===== src/rtl/sio_rx_pkg.sv =====
package sio_rx_pkg;

  typedef enum logic [1:0] {
    MODE_MASTER = 2'b00,
    MODE_SLAVE  = 2'b01,
    MODE_ASYNC7 = 2'b10,
    MODE_ASYNC8 = 2'b11
  } rx_mode_e;

  typedef struct packed {
    logic     par_en;
    logic     par_odd;
    logic     two_stop;
    rx_mode_e mode;
  } rx_cfg_t;

  localparam int CB_EN    = 6;
  localparam int CB_PEN   = 5;
  localparam int CB_PODD  = 4;
  localparam int CB_STOP2 = 3;

endpackage


===== src/rtl/sio_rx_fifo.sv =====
module sio_rx_fifo #(
  parameter int W     = 8,
  parameter int DEPTH = 4
) (
  input  logic         clk,
  input  logic         rst_n,
  input  logic         flush,
  input  logic         push,
  input  logic [W-1:0] push_data,
  input  logic         pop,
  output logic [W-1:0] rd_data,
  output logic         empty,
  output logic         full,
  output logic         overrun
);
  localparam int AW = (DEPTH > 1) ? $clog2(DEPTH) : 1;
  localparam logic [AW:0]   FULL_CNT = (AW+1)'(DEPTH);
  localparam logic [AW-1:0] LAST_PTR = AW'(DEPTH - 1);

  logic [W-1:0]  mem [DEPTH];
  logic [AW-1:0] wr_q, wr_n, rd_q, rd_n;
  logic [AW:0]   cnt_q, cnt_n;
  logic          do_push, do_pop;

  assign empty   = (cnt_q == '0);
  assign full    = (cnt_q == FULL_CNT);
  assign do_push = push & ~full & ~flush;
  assign do_pop  = pop & ~empty & ~flush;
  assign overrun = push & full & ~flush;
  assign rd_data = mem[rd_q];

  always_comb begin
    wr_n  = wr_q;
    rd_n  = rd_q;
    cnt_n = cnt_q;
    if (flush) begin
      wr_n  = '0;
      rd_n  = '0;
      cnt_n = '0;
    end else begin
      if (do_push) wr_n = (wr_q == LAST_PTR) ? '0 : wr_q + 1'b1;
      if (do_pop)  rd_n = (rd_q == LAST_PTR) ? '0 : rd_q + 1'b1;
      case ({do_push, do_pop})
        2'b10:   cnt_n = cnt_q + 1'b1;
        2'b01:   cnt_n = cnt_q - 1'b1;
        default: cnt_n = cnt_q;
      endcase
    end
  end

  always_ff @(posedge clk or negedge rst_n) begin
    if (!rst_n) begin
      wr_q  <= '0;
      rd_q  <= '0;
      cnt_q <= '0;
    end else begin
      wr_q  <= wr_n;
      rd_q  <= rd_n;
      cnt_q <= cnt_n;
    end
  end

  always_ff @(posedge clk) begin
    if (do_push) mem[wr_q] <= push_data;
  end

  // a push into a full FIFO without a pop leaves the occupancy unchanged
  p_no_overflow_r8: assert property (@(posedge clk) disable iff (!rst_n)
    (push && full && !pop && !flush) |=> (cnt_q == $past(cnt_q)));

  // a flush cycle leaves the FIFO empty
  p_flush_empties_r9: assert property (@(posedge clk) disable iff (!rst_n)
    flush |=> empty);

endmodule


===== src/rtl/sio_rx_async.sv =====
module sio_rx_async #(
  parameter int OSR = 16
) (
  input  logic       clk,
  input  logic       rst_n,
  input  logic       en,
  input  logic       seven_bit,
  input  logic       par_en,
  input  logic       par_odd,
  input  logic       two_stop,
  input  logic       tick,
  input  logic       sdi,
  output logic       push,
  output logic [7:0] push_data,
  output logic       par_fail,
  output logic       frm_fail
);
  localparam int CW = $clog2(OSR);
  localparam logic [CW-1:0] MID  = CW'(OSR / 2 - 1);
  localparam logic [CW-1:0] LAST = CW'(OSR - 1);

  typedef enum logic [2:0] {A_IDLE, A_START, A_DATA, A_PAR, A_STOP} astate_e;

  astate_e       st_q, st_n;
  logic [CW-1:0] cnt_q, cnt_n;
  logic [2:0]    bi_q, bi_n;
  logic [7:0]    sh_q, sh_n;
  logic          stop2_q, stop2_n;
  logic          prev_q;
  logic [2:0]    last_bit;

  assign last_bit  = seven_bit ? 3'd6 : 3'd7;
  assign push_data = seven_bit ? {1'b0, sh_q[6:0]} : sh_q;

  always_comb begin
    st_n     = st_q;
    cnt_n    = cnt_q;
    bi_n     = bi_q;
    sh_n     = sh_q;
    stop2_n  = stop2_q;
    push     = 1'b0;
    par_fail = 1'b0;
    frm_fail = 1'b0;
    if (!en) begin
      st_n  = A_IDLE;
      cnt_n = '0;
    end else begin
      case (st_q)
        A_IDLE: begin
          if (prev_q && !sdi) begin
            st_n  = A_START;
            cnt_n = '0;
          end
        end
        A_START: if (tick) begin
          if (cnt_q == MID) begin
            cnt_n = '0;
            if (!sdi) begin
              st_n = A_DATA;
              bi_n = '0;
              sh_n = '0;
            end else begin
              st_n = A_IDLE;
            end
          end else begin
            cnt_n = cnt_q + 1'b1;
          end
        end
        A_DATA: if (tick) begin
          if (cnt_q == LAST) begin
            cnt_n     = '0;
            sh_n[bi_q] = sdi;
            if (bi_q == last_bit) begin
              st_n    = par_en ? A_PAR : A_STOP;
              stop2_n = two_stop;
            end else begin
              bi_n = bi_q + 1'b1;
            end
          end else begin
            cnt_n = cnt_q + 1'b1;
          end
        end
        A_PAR: if (tick) begin
          if (cnt_q == LAST) begin
            cnt_n    = '0;
            par_fail = (sdi != ((^sh_q) ^ par_odd));
            st_n     = A_STOP;
          end else begin
            cnt_n = cnt_q + 1'b1;
          end
        end
        A_STOP: if (tick) begin
          if (cnt_q == LAST) begin
            cnt_n    = '0;
            frm_fail = ~sdi;
            if (stop2_q) begin
              stop2_n = 1'b0;
            end else begin
              push = 1'b1;
              st_n = A_IDLE;
            end
          end else begin
            cnt_n = cnt_q + 1'b1;
          end
        end
        default: st_n = A_IDLE;
      endcase
    end
  end

  always_ff @(posedge clk or negedge rst_n) begin
    if (!rst_n) begin
      st_q    <= A_IDLE;
      cnt_q   <= '0;
      bi_q    <= '0;
      sh_q    <= '0;
      stop2_q <= 1'b0;
      prev_q  <= 1'b1;
    end else begin
      st_q    <= st_n;
      cnt_q   <= cnt_n;
      bi_q    <= bi_n;
      sh_q    <= sh_n;
      stop2_q <= stop2_n;
      prev_q  <= sdi;
    end
  end

  // bytes leave only from the stop-bit phase
  p_push_in_stop_r5: assert property (@(posedge clk) disable iff (!rst_n)
    push |-> (st_q == A_STOP));

  // a line found high at mid start bit sends the receiver back to idle
  p_false_start_r6: assert property (@(posedge clk) disable iff (!rst_n)
    (en && st_q == A_START && tick && cnt_q == MID && sdi) |=> (st_q == A_IDLE));

endmodule


===== src/rtl/sio_rx_sync.sv =====
module sio_rx_sync (
  input  logic       clk,
  input  logic       rst_n,
  input  logic       en,
  input  logic       master,
  input  logic       tick,
  input  logic       sclk_in,
  input  logic       sdi,
  input  logic       fifo_full,
  output logic       sclk_out,
  output logic       push,
  output logic [7:0] push_data
);
  logic [2:0] bc_q, bc_n;
  logic [6:0] sh_q, sh_n;
  logic       sclk_q, sclk_n;
  logic       sprev_q;
  logic       may_rise, sample;

  assign may_rise  = ~((bc_q == 3'd0) & fifo_full);
  assign sample    = master ? (tick & ~sclk_q & may_rise) : (sclk_in & ~sprev_q);
  assign sclk_out  = sclk_q;
  assign push_data = {sdi, sh_q};

  always_comb begin
    bc_n   = bc_q;
    sh_n   = sh_q;
    sclk_n = sclk_q;
    push   = 1'b0;
    if (!en) begin
      bc_n   = '0;
      sclk_n = 1'b0;
    end else begin
      if (master && tick) begin
        if (sclk_q)        sclk_n = 1'b0;
        else if (may_rise) sclk_n = 1'b1;
      end
      if (!master) sclk_n = 1'b0;
      if (sample) begin
        if (bc_q == 3'd7) begin
          push = 1'b1;
          bc_n = '0;
        end else begin
          sh_n[bc_q] = sdi;
          bc_n       = bc_q + 1'b1;
        end
      end
    end
  end

  always_ff @(posedge clk or negedge rst_n) begin
    if (!rst_n) begin
      bc_q    <= '0;
      sh_q    <= '0;
      sclk_q  <= 1'b0;
      sprev_q <= 1'b0;
    end else begin
      bc_q    <= bc_n;
      sh_q    <= sh_n;
      sclk_q  <= sclk_n;
      sprev_q <= sclk_in;
    end
  end

  // in master mode the clock only rises on a tick
  p_rise_on_tick_r12: assert property (@(posedge clk) disable iff (!rst_n)
    $rose(sclk_q) |-> $past(tick));

endmodule


===== src/rtl/sio_rx_channel.sv =====
module sio_rx_channel
  import sio_rx_pkg::*;
#(
  parameter int FIFO_DEPTH  = 4,
  parameter int OSR         = 16,
  parameter int SYNC_STAGES = 2
) (
  input  logic       clk,
  input  logic       rst_n,
  input  logic       ctrl_we,
  input  logic [7:0] ctrl_wdata,
  input  logic       err_clr_we,
  input  logic [2:0] err_clr,
  input  logic       os_tick,
  input  logic       sdi,
  input  logic       sclk_in,
  output logic       sclk_out,
  input  logic       pop,
  output logic       rx_valid,
  output logic [7:0] rx_data,
  output logic       par_err,
  output logic       frm_err,
  output logic       ovr_err
);
  localparam int SS = (SYNC_STAGES < 2) ? 2 : SYNC_STAGES;

  logic [1:0]    rst_pipe;
  logic          rst_ni;
  logic [SS-1:0] sdi_pipe, sclk_pipe;
  logic          sdi_s, sclk_s;

  logic    en_q, en_n;
  rx_cfg_t cfg_q, cfg_n;
  logic    pe_q, pe_n, fe_q, fe_n, oe_q, oe_n;
  logic    unused_cb;

  logic       a_en, s_en, is_master;
  logic       a_push, a_pf, a_ff;
  logic [7:0] a_data;
  logic       s_push;
  logic [7:0] s_data;
  logic       f_push, f_empty, f_full, f_ovr;
  logic [7:0] f_data;

  // reset: asserted asynchronously, released on a clock edge
  always_ff @(posedge clk or negedge rst_n) begin
    if (!rst_n) rst_pipe <= '0;
    else        rst_pipe <= {rst_pipe[0], 1'b1};
  end
  assign rst_ni = rst_pipe[1];

  always_ff @(posedge clk or negedge rst_ni) begin
    if (!rst_ni) begin
      sdi_pipe  <= '1;
      sclk_pipe <= '0;
    end else begin
      sdi_pipe  <= {sdi_pipe[SS-2:0], sdi};
      sclk_pipe <= {sclk_pipe[SS-2:0], sclk_in};
    end
  end
  assign sdi_s  = sdi_pipe[SS-1];
  assign sclk_s = sclk_pipe[SS-1];

  assign unused_cb = ctrl_wdata[7] ^ ctrl_wdata[2];

  always_comb begin
    en_n  = en_q;
    cfg_n = cfg_q;
    if (ctrl_we) begin
      en_n = ctrl_wdata[CB_EN];
      if (!en_q) begin
        cfg_n.par_en   = ctrl_wdata[CB_PEN];
        cfg_n.par_odd  = ctrl_wdata[CB_PODD];
        cfg_n.two_stop = ctrl_wdata[CB_STOP2];
        cfg_n.mode     = rx_mode_e'(ctrl_wdata[1:0]);
      end
    end
    pe_n = (pe_q & ~(err_clr_we & err_clr[0])) | a_pf;
    fe_n = (fe_q & ~(err_clr_we & err_clr[1])) | a_ff;
    oe_n = (oe_q & ~(err_clr_we & err_clr[2])) | f_ovr;
  end

  always_ff @(posedge clk or negedge rst_ni) begin
    if (!rst_ni) begin
      en_q  <= 1'b0;
      cfg_q <= '0;
      pe_q  <= 1'b0;
      fe_q  <= 1'b0;
      oe_q  <= 1'b0;
    end else begin
      en_q  <= en_n;
      cfg_q <= cfg_n;
      pe_q  <= pe_n;
      fe_q  <= fe_n;
      oe_q  <= oe_n;
    end
  end

  assign a_en      = en_q & cfg_q.mode[1];
  assign s_en      = en_q & ~cfg_q.mode[1];
  assign is_master = (cfg_q.mode == MODE_MASTER);

  sio_rx_async #(.OSR(OSR)) u_async (
    .clk       (clk),
    .rst_n     (rst_ni),
    .en        (a_en),
    .seven_bit (cfg_q.mode == MODE_ASYNC7),
    .par_en    (cfg_q.par_en),
    .par_odd   (cfg_q.par_odd),
    .two_stop  (cfg_q.two_stop),
    .tick      (os_tick),
    .sdi       (sdi_s),
    .push      (a_push),
    .push_data (a_data),
    .par_fail  (a_pf),
    .frm_fail  (a_ff)
  );

  sio_rx_sync u_sync (
    .clk       (clk),
    .rst_n     (rst_ni),
    .en        (s_en),
    .master    (is_master),
    .tick      (os_tick),
    .sclk_in   (sclk_s),
    .sdi       (sdi_s),
    .fifo_full (f_full),
    .sclk_out  (sclk_out),
    .push      (s_push),
    .push_data (s_data)
  );

  assign f_push = a_en ? a_push : s_push;

  sio_rx_fifo #(.W(8), .DEPTH(FIFO_DEPTH)) u_fifo (
    .clk       (clk),
    .rst_n     (rst_ni),
    .flush     (~en_q),
    .push      (f_push),
    .push_data (a_en ? a_data : s_data),
    .pop       (pop),
    .rd_data   (f_data),
    .empty     (f_empty),
    .full      (f_full),
    .overrun   (f_ovr)
  );

  assign rx_valid = ~f_empty;
  assign rx_data  = f_data;
  assign par_err  = pe_q;
  assign frm_err  = fe_q;
  assign ovr_err  = oe_q;

  // configuration holds while receive is enabled
  p_cfg_frozen_r10: assert property (@(posedge clk) disable iff (!rst_ni)
    en_q |=> $stable(cfg_q));

  // parity flag persists unless its own clear bit is written
  p_flag_sticky_r7: assert property (@(posedge clk) disable iff (!rst_ni)
    (par_err && !(err_clr_we && err_clr[0])) |=> par_err);

  // stored bytes in 7-bit mode have a clear top bit
  p_msb_zero_r3: assert property (@(posedge clk) disable iff (!rst_ni)
    (rx_valid && cfg_q.mode == MODE_ASYNC7) |-> !rx_data[7]);

  // no parity error can arise in a clocked mode
  p_no_clocked_parity_r11: assert property (@(posedge clk) disable iff (!rst_ni)
    (en_q && !cfg_q.mode[1]) |=> !$rose(par_err));

  // serial clock stays low outside enabled master mode
  p_sclk_idle_r12: assert property (@(posedge clk) disable iff (!rst_ni)
    (!en_q || cfg_q.mode != MODE_MASTER) |=> !sclk_out);

endmodule


===== config.mk =====
export PLATFORM = sky130hd
export DESIGN_NAME = sio_rx_channel
export DESIGN_NICKNAME = d
export VERILOG_FILES = /design/src/rtl/sio_rx_pkg.sv /design/src/rtl/sio_rx_fifo.sv /design/src/rtl/sio_rx_async.sv /design/src/rtl/sio_rx_sync.sv /design/src/rtl/sio_rx_channel.sv
export SDC_FILE = /design/constraint.sdc
export NUM_CORES = 1
export LEC_CHECK = 0
export ABC_AREA = 1
export BUFFER_PORTS_ARGS = -buffer_cell sky130_fd_sc_hd__buf_2
export CORE_MARGIN = 2
export CORE_UTILIZATION = 40
export CTS_CLUSTER_SIZE = 14
export DETAILED_ROUTE_END_ITERATION = 12
export RECOVER_POWER = 25
export SYNTH_ARGS = -nofsm -noshare
export SYNTH_HDL_FRONTEND = slang
export SYNTH_SLANG_ARGS = --single-unit

===== constraint.sdc =====
create_clock -name clk -period 2.1 [get_ports clk]
set_input_delay 0.42 -clock clk [delete_from_list [all_inputs] [get_ports clk]]
set_output_delay 0.42 -clock clk [all_outputs]
set_load 0.02 [all_outputs]

# ---- After elaboration in Yosys (flattened, before gate mapping)
# Memories as Yosys holds them, arrays and structs flattened.
# Index checks and enable logic that the tools add are counted.
dict set report op_classes {
  eq_ne 42
  addsub 7
  n_reduce_logical 20
  bitwise 34
  n_lt_le_gt_ge 4
  mux 85
}
# cell n
set ops {}
lappend ops {{$mux W3} 23}
lappend ops {{$mux W8} 7}
lappend ops {{$mux W1} 32}
lappend ops {{$mux W4} 6}
lappend ops {{$ne A3 B3 Y1 const B} 7}
lappend ops {{$and A1 B1 Y1} 18}
lappend ops {{$ne A3 B2 Y1 const B} 6}
lappend ops {{$pmux W8 S2} 1}
lappend ops {{$pmux W3 S5} 1}
lappend ops {{$mux W2} 7}
lappend ops {{$reduce_and A7 Y1} 2}
lappend ops {{$ne A2 B1 Y1 const B} 6}
lappend ops {{$ne A2 B2 Y1 const B} 6}
lappend ops {{$not A1 Y1} 12}
lappend ops {{$pmux W3 S2} 2}
lappend ops {{$pmux W4 S3} 1}
lappend ops {{$reduce_and A11 Y1} 1}
lappend ops {{$add A3 B1 Y3 const B} 3}
lappend ops {{$eq A3 B3 Y1 const B} 3}
lappend ops {{$logic_not A3 Y1} 3}
lappend ops {{$bwmux W8} 1}
lappend ops {{$eq A2 B2 Y1 const B} 4}
lappend ops {{$lt A3 B4 Y1 const B} 2}
lappend ops {{$reduce_and A8 Y1} 1}
lappend ops {{27 further kinds} 37}
dict set report word_totals {
  mem_count 1
  in_bits 19
  out_inout_bits 13
  word_cells 217
  ramBits 32
  register_bits 54
}
# memory words width read_ports rd_ports_with_merged_regs wr line
set memory_table {}
lappend memory_table {u_fifo.mem 4 8 1 0 1 sio_rx_fifo.sv:20} ;# logic [W-1:0] mem [DEPTH];

# ---- Logic depth before layout (Yosys ltp)
dict set report depth {
  depth_word 13
  ltp_mapped 19
  ltp_nobuf 19
}

# ---- By module
# From an unflattened synthesis, not the netlist that was laid out.
dict set report unflattened {
  cells_unflattened 534
  area_unflattened_um2 4554.4
}
# mod n_inst area_each_um2 cells_per_inst seq_area_each_um2
set modules_own_cells {}
lappend modules_own_cells {sio_rx_fifo 1 1680.4 143 1136.1}
lappend modules_own_cells {sio_rx_async 1 1547.7 228 501.7}
lappend modules_own_cells {sio_rx_channel 1 666.9 84 377.9}
lappend modules_own_cells {sio_rx_sync 1 659.4 79 300.3}

# ---- Worst setup path before layout
# OpenSTA, ideal clock, no wires.
dict set report synth_timing {
  path_type {reg2reg}
  start {register u_async.cnt_q[0]}
  end {register u_fifo.cnt_q[2]}
  n_path_buf 0
  t_required_ns 1.984
  slack_ns -0.142
  stages_incl_launch_ff 18
  arrival_time_ns 2.125
  setup_time_ns 0.116
  period_less_slack_ns 2.242
  cell_sequence {dfrtp_1 -> ha_1 -> nand2_2 -> nor2_4 -> nand2_2 -> inv_1 -> nand3b_1 -> nand2_2 -> nand2_4 -> nand2_1 -> inv_1 -> fa_1 -> xnor2_1 -> inv_1 -> nand2_1 -> nand2_1 -> nand2_1 -> nand2_1}
}
dict set report synth_via {
  elab_chain_len 10
  word_cells_on_any_way 12
  classes_between {eq/ne (4); mux (6); bitwise (2)}
}
# element line
set synth_rtl {}
lappend synth_rtl {{start, declared} sio_rx_async.sv:25} ;# logic [CW-1:0] cnt_q, cnt_n;
lappend synth_rtl {{start signal, assigned} sio_rx_async.sv:121} ;# cnt_q <= cnt_n;
lappend synth_rtl {{$eq A4 B4 Y1 (*)} sio_rx_async.sv:93} ;# if (cnt_q == LAST) begin
lappend synth_rtl {{$mux W1 (*)} sio_rx_async.sv:93}
lappend synth_rtl {{$mux W1 (*)} sio_rx_async.sv:92} ;# A_STOP: if (tick) begin
lappend synth_rtl {{$mux W1 (*)} sio_rx_async.sv:48} ;# case (st_q)
lappend synth_rtl {{$mux W1 (*)} sio_rx_channel.sv:133} ;# assign f_push = a_en ? a_push : s_push;
lappend synth_rtl {{$and A1 B1 Y1 (*) (2 in series)} sio_rx_fifo.sv:27} ;# assign do_push = push & ~full & ~flush;
lappend synth_rtl {{$eq A2 B1 Y1 or $eq A2 B2 Y1 (tied branches)} sio_rx_fifo.sv:43} ;# case ({do_push, do_pop})
lappend synth_rtl {{$pmux W3 S2} sio_rx_fifo.sv:43}
lappend synth_rtl {{$mux W3} sio_rx_fifo.sv:36} ;# if (flush) begin
lappend synth_rtl {{end signal, assigned} sio_rx_fifo.sv:59} ;# cnt_q <= cnt_n;
lappend synth_rtl {{end, declared} sio_rx_fifo.sv:22} ;# logic [AW:0] cnt_q, cnt_n;
# Every way passes the cells marked *; elsewhere a longest branch is shown, timed or not.
# A chain may end at the register's enable or synchronous reset.

# ---- Worst setup path after layout
dict set report layout_timing {
  start {register u_async.cnt_q[1]}
  end {register u_fifo.cnt_q[2]}
}
# The elaborated chain is that of the path after synthesis.

==> results.json <==
{
  "synthXorXnorAreaFrac_pct": 1.66,
  "synthAdderAreaFrac_pct": 3.44,
  "top_usage_layer": "met2",
  "root_buffer": "clkbuf_8",
  "rsz0062_at_grt": "yes",
  "grt_max_degree": 23,
  "yosysTopAreaCellShare_pct": 30.2,
  "dieArea_um2": 11400,
  "timing.final.crit_share_pct": 106,
  "worstSetupPathType": "flip-flop to flip-flop",
  "path_delay_family": "simple AND/OR/NAND/NOR gates",
  "synth_mux_area_share_pct": 0.800,
  "global_route.usage.met2_pct": 30.4,
  "finalPower_mw": 4.02,
  "hold_viol_final": 0,
  "ys_seq_area_share_pct": 54.9,
  "gp_congestion": 0.952,
  "synth_top_family_by_area": "simple AND/OR/NAND/NOR gates",
  "async_reset_ff_share_pct": 62.8,
  "io_buffers": 29,
  "setup_ws_ps": -122,
  "synth_nets": 500,
  "synthTopCellsByCount": "nand2_1, nor2_1, dfrtp_1, o21ai_0, inv_1",
  "yosys.cell_count.top_type": "nand2_1",
  "die_y_um": 107,
  "cp_data_required_time_ps": 2340,
  "worstHoldPathType": "input pin to flip-flop",
  "startpoint_type": "flip-flop",
  "dp_hpwl_um": 7010,
  "drive_above_1_share_pct": 24.9,
  "syn_area_um2": 4220,
  "end_kind": "flip-flop",
  "synth-compound-area-share_pct": 11.3,
  "cts_tree": "done",
  "ir_worst_vdd_mv": 0.370,
  "worstPathArrival_ps": 2470,
  "worst_skew_pair.late_latency_ps": 350,
  "ant_nets": 0,
  "synth-simple-area-share_pct": 23.1,
  "dr_total_vias": 3435,
  "ys_types": 37,
  "tns_ps": -122,
  "grt_use_met3_pct": 2.49,
  "maxSlewHeadroom_pct": 42.2,
  "status": "finished, violations left",
  "rows": 37,
  "slowest_delay_ps": 370,
  "drc": 0,
  "ys_warn_count": 0,
  "coreArea_um2": 10300,
  "cts_sinks": 86,
  "cts-buffers-inserted": 9,
  "ios": 32,
  "synth_top_flop_cell": "dfrtp_1",
  "routedWlPerCell_um": 13.6,
  "yosys-top-cells-area": "dfrtp_1, edfxtp_1, nand2_1",
  "antenna_found_initial": 0,
  "grt_overflow": 0,
  "worst_pin_slew_ps": 867,
  "design_area_um2": 5180,
  "grt_pass1_vias": 3422,
  "critPathSlowestCell": "dfrtp_1",
  "final-setup-viol-count": 1,
  "drt_first_pass_iters": 4,
  "cap_violations": 0,
  "placed_area_um2": 4820,
  "dieWidth_um": 107,
  "cpMostUsedCell": "nand2_1",
  "layout.nets": 583,
  "p_leak_nw": 2.39,
  "viasPerCell": 4.95,
  "cp_cell_sequence": "ha_2, nand2_4, nor2_4, nand2_2, inv_2, nand3b_1, nand2_2, nand2_4, nand2_4, inv_2, fa_2, xnor2_2, inv_1, nand2_1, nand2_1, nand2_1, nand2_1",
  "worst-path-buf-inv": 3,
  "start_util_pct": 41.1,
  "synth_seq_cells": 86,
  "grtUsageTotal_pct": 17.9,
  "antenna_cells": 0,
  "synthCells": 470,
  "slew_viol_final": 0,
  "cts_buffer_depth": 2,
  "violations": "negative setup slack",
  "syn_area_per_cell_um2": 8.98,
  "synth_edf_count": 32,
  "pwr_density_cell_nw_per_um2": 775,
  "met1_usage_pct": 22.9,
  "synth_area_leader_cell": "dfrtp_1",
  "utilization_pct": 50.4,
  "h-tree-depth": 3,
  "area_growth_pct": 22.8,
  "drt-total-wl_um": 9440,
  "path_clk_slew_ps": 100,
  "initialDrtViolationCount": 99,
  "grt_pass1_wl_um": 16100,
  "fillerInstances": 1018,
  "period_minus_slack_ps": 2220,
  "clock.fmax_mhz": 450,
  "critPathMaxFanout": 3,
  "fin_worst_skew_ps": 11.6
}
-- worst reg2reg max path: cells and delay by family (launching register included) --
kind,cells,cell delay [ps]
DFF,1,370
and+or+nand+nor,11,840
xor gates and xnor gates,1,160
adders and majority gates,2,570
buffers and inverters,3,170
-- registers in the layout (all words and copies together), names as in the netlist, 3 cells and up --
signal,flops
cfg_q,5
u_async.bi_q,3
u_async.cnt_q,4
u_async.sh_q,8
u_async.st_q,3
u_fifo.cnt_q,3
u_fifo.mem,32
u_sync.bc_q,3
u_sync.sh_q,7
-- per-layer routing --
metal	up-vias	wire length, um
met2	71	4690
met3	15	268
met1	1618	4240
li1	1731	-
met4	0	232
met5	-	0
-- cells in the final DEF (no fill, tap or decap), types with 2 or more instances in the layout --
cell and instances:
a32o_1 3, buf_4 42, inv_2 8, nor2_4 2, buf_2 28, nor2_1 59, nand2_1 105, nand2_2 9
nand3b_1 3, nor2_2 5, nor3_1 10, dfstp_2 2, bufinv_16 2, ha_2 2, buf_6 5, inv_8 3
edfxtp_1 32, o21ai_0 46, xnor2_1 5, o22ai_1 9, mux2_2 3, a21oi_1 17, nand3_1 20, clkinvlp_4 2
o21ai_2 4, clkbuf_1 2, o21ai_1 3, xor2_1 2, clkbuf_8 9, nand4_1 2, inv_1 36, dfrtp_1 51
ha_1 8, nand2_4 4
-- kinds of logic (layout without fill, tap and decap cells) --
family	after synthesis	after routing
AO/OA/AOI/OAI	85	85
XOR/XNOR	8	8
adder cells (fa/ha/maj)	11	11
buffers and inverters	53	141
flip-flops	86	86
multiplexers	3	3
other	1	1
AND/OR/NAND/NOR	223	223
-- timing repair --
item / 4_1_cts / 5_1_grt
endpoints found under the setup margin: 1 / 10
gates cloned: 0 / 0
hold buffers: 1 / 0
resized for setup: 2 / 15
endpoints found under the hold margin: 2 / 0
buffers inserted: 2 / 8
-- final timing paths --
kind                                  start               to  slack [ps]  cells past startpoint
max                        u_async.cnt_q[1]  u_fifo.cnt_q[2]        -120                     17
min                                     sdi      sdi_pipe[0]         150                      1
min reg2reg                     rst_pipe[1]     sclk_pipe[1]         360                      0
min in group asynchronous       rst_pipe[1]     sclk_pipe[1]         360                      0
max in group asynchronous       rst_pipe[1]   u_sync.bc_q[2]         460                      1
max reg2reg                u_async.cnt_q[1]  u_fifo.cnt_q[2]        -120                     17
-- area by class of cell --
| class | count | area, um2 | share of cell area (%) |
|---|---|---|---|
| sequential | 86 | 2320 | 44.7 |
| multi-input combinational | 331 | 1750 | 33.8 |
| timing repair buffer | 79 | 534 | 10.3 |
| inverter | 46 | 178 | 3.43 |
| tap | 136 | 170 | 3.28 |
| clock buffer | 9 | 124 | 2.39 |
| clock inverter | 7 | 110 | 2.12 |
-- through the flow --
stage,setup WS [ps],instances,hold slack (ps)
after global placement,-42.1,667,204
after CTS,-81.5,686,129
after floorplan,-40.3,470,124
after global routing,-315,694,128
after detailed placement,-84.5,667,207
final,-122,694,151
-- power breakdown --
part | total [mW] | internal, mW | leakage (nW) | switching [mW]
combinational | 0.745 | 0.285 | 1.28 | 0.460
clock | 1.36 | 0.699 | 0.116 | 0.661
sequential | 1.91 | 1.84 | 0.990 | 0.0724
total | 4.02 | 2.83 | 2.39 | 1.19
No activity file was read; power rests on OpenSTA's default activity.
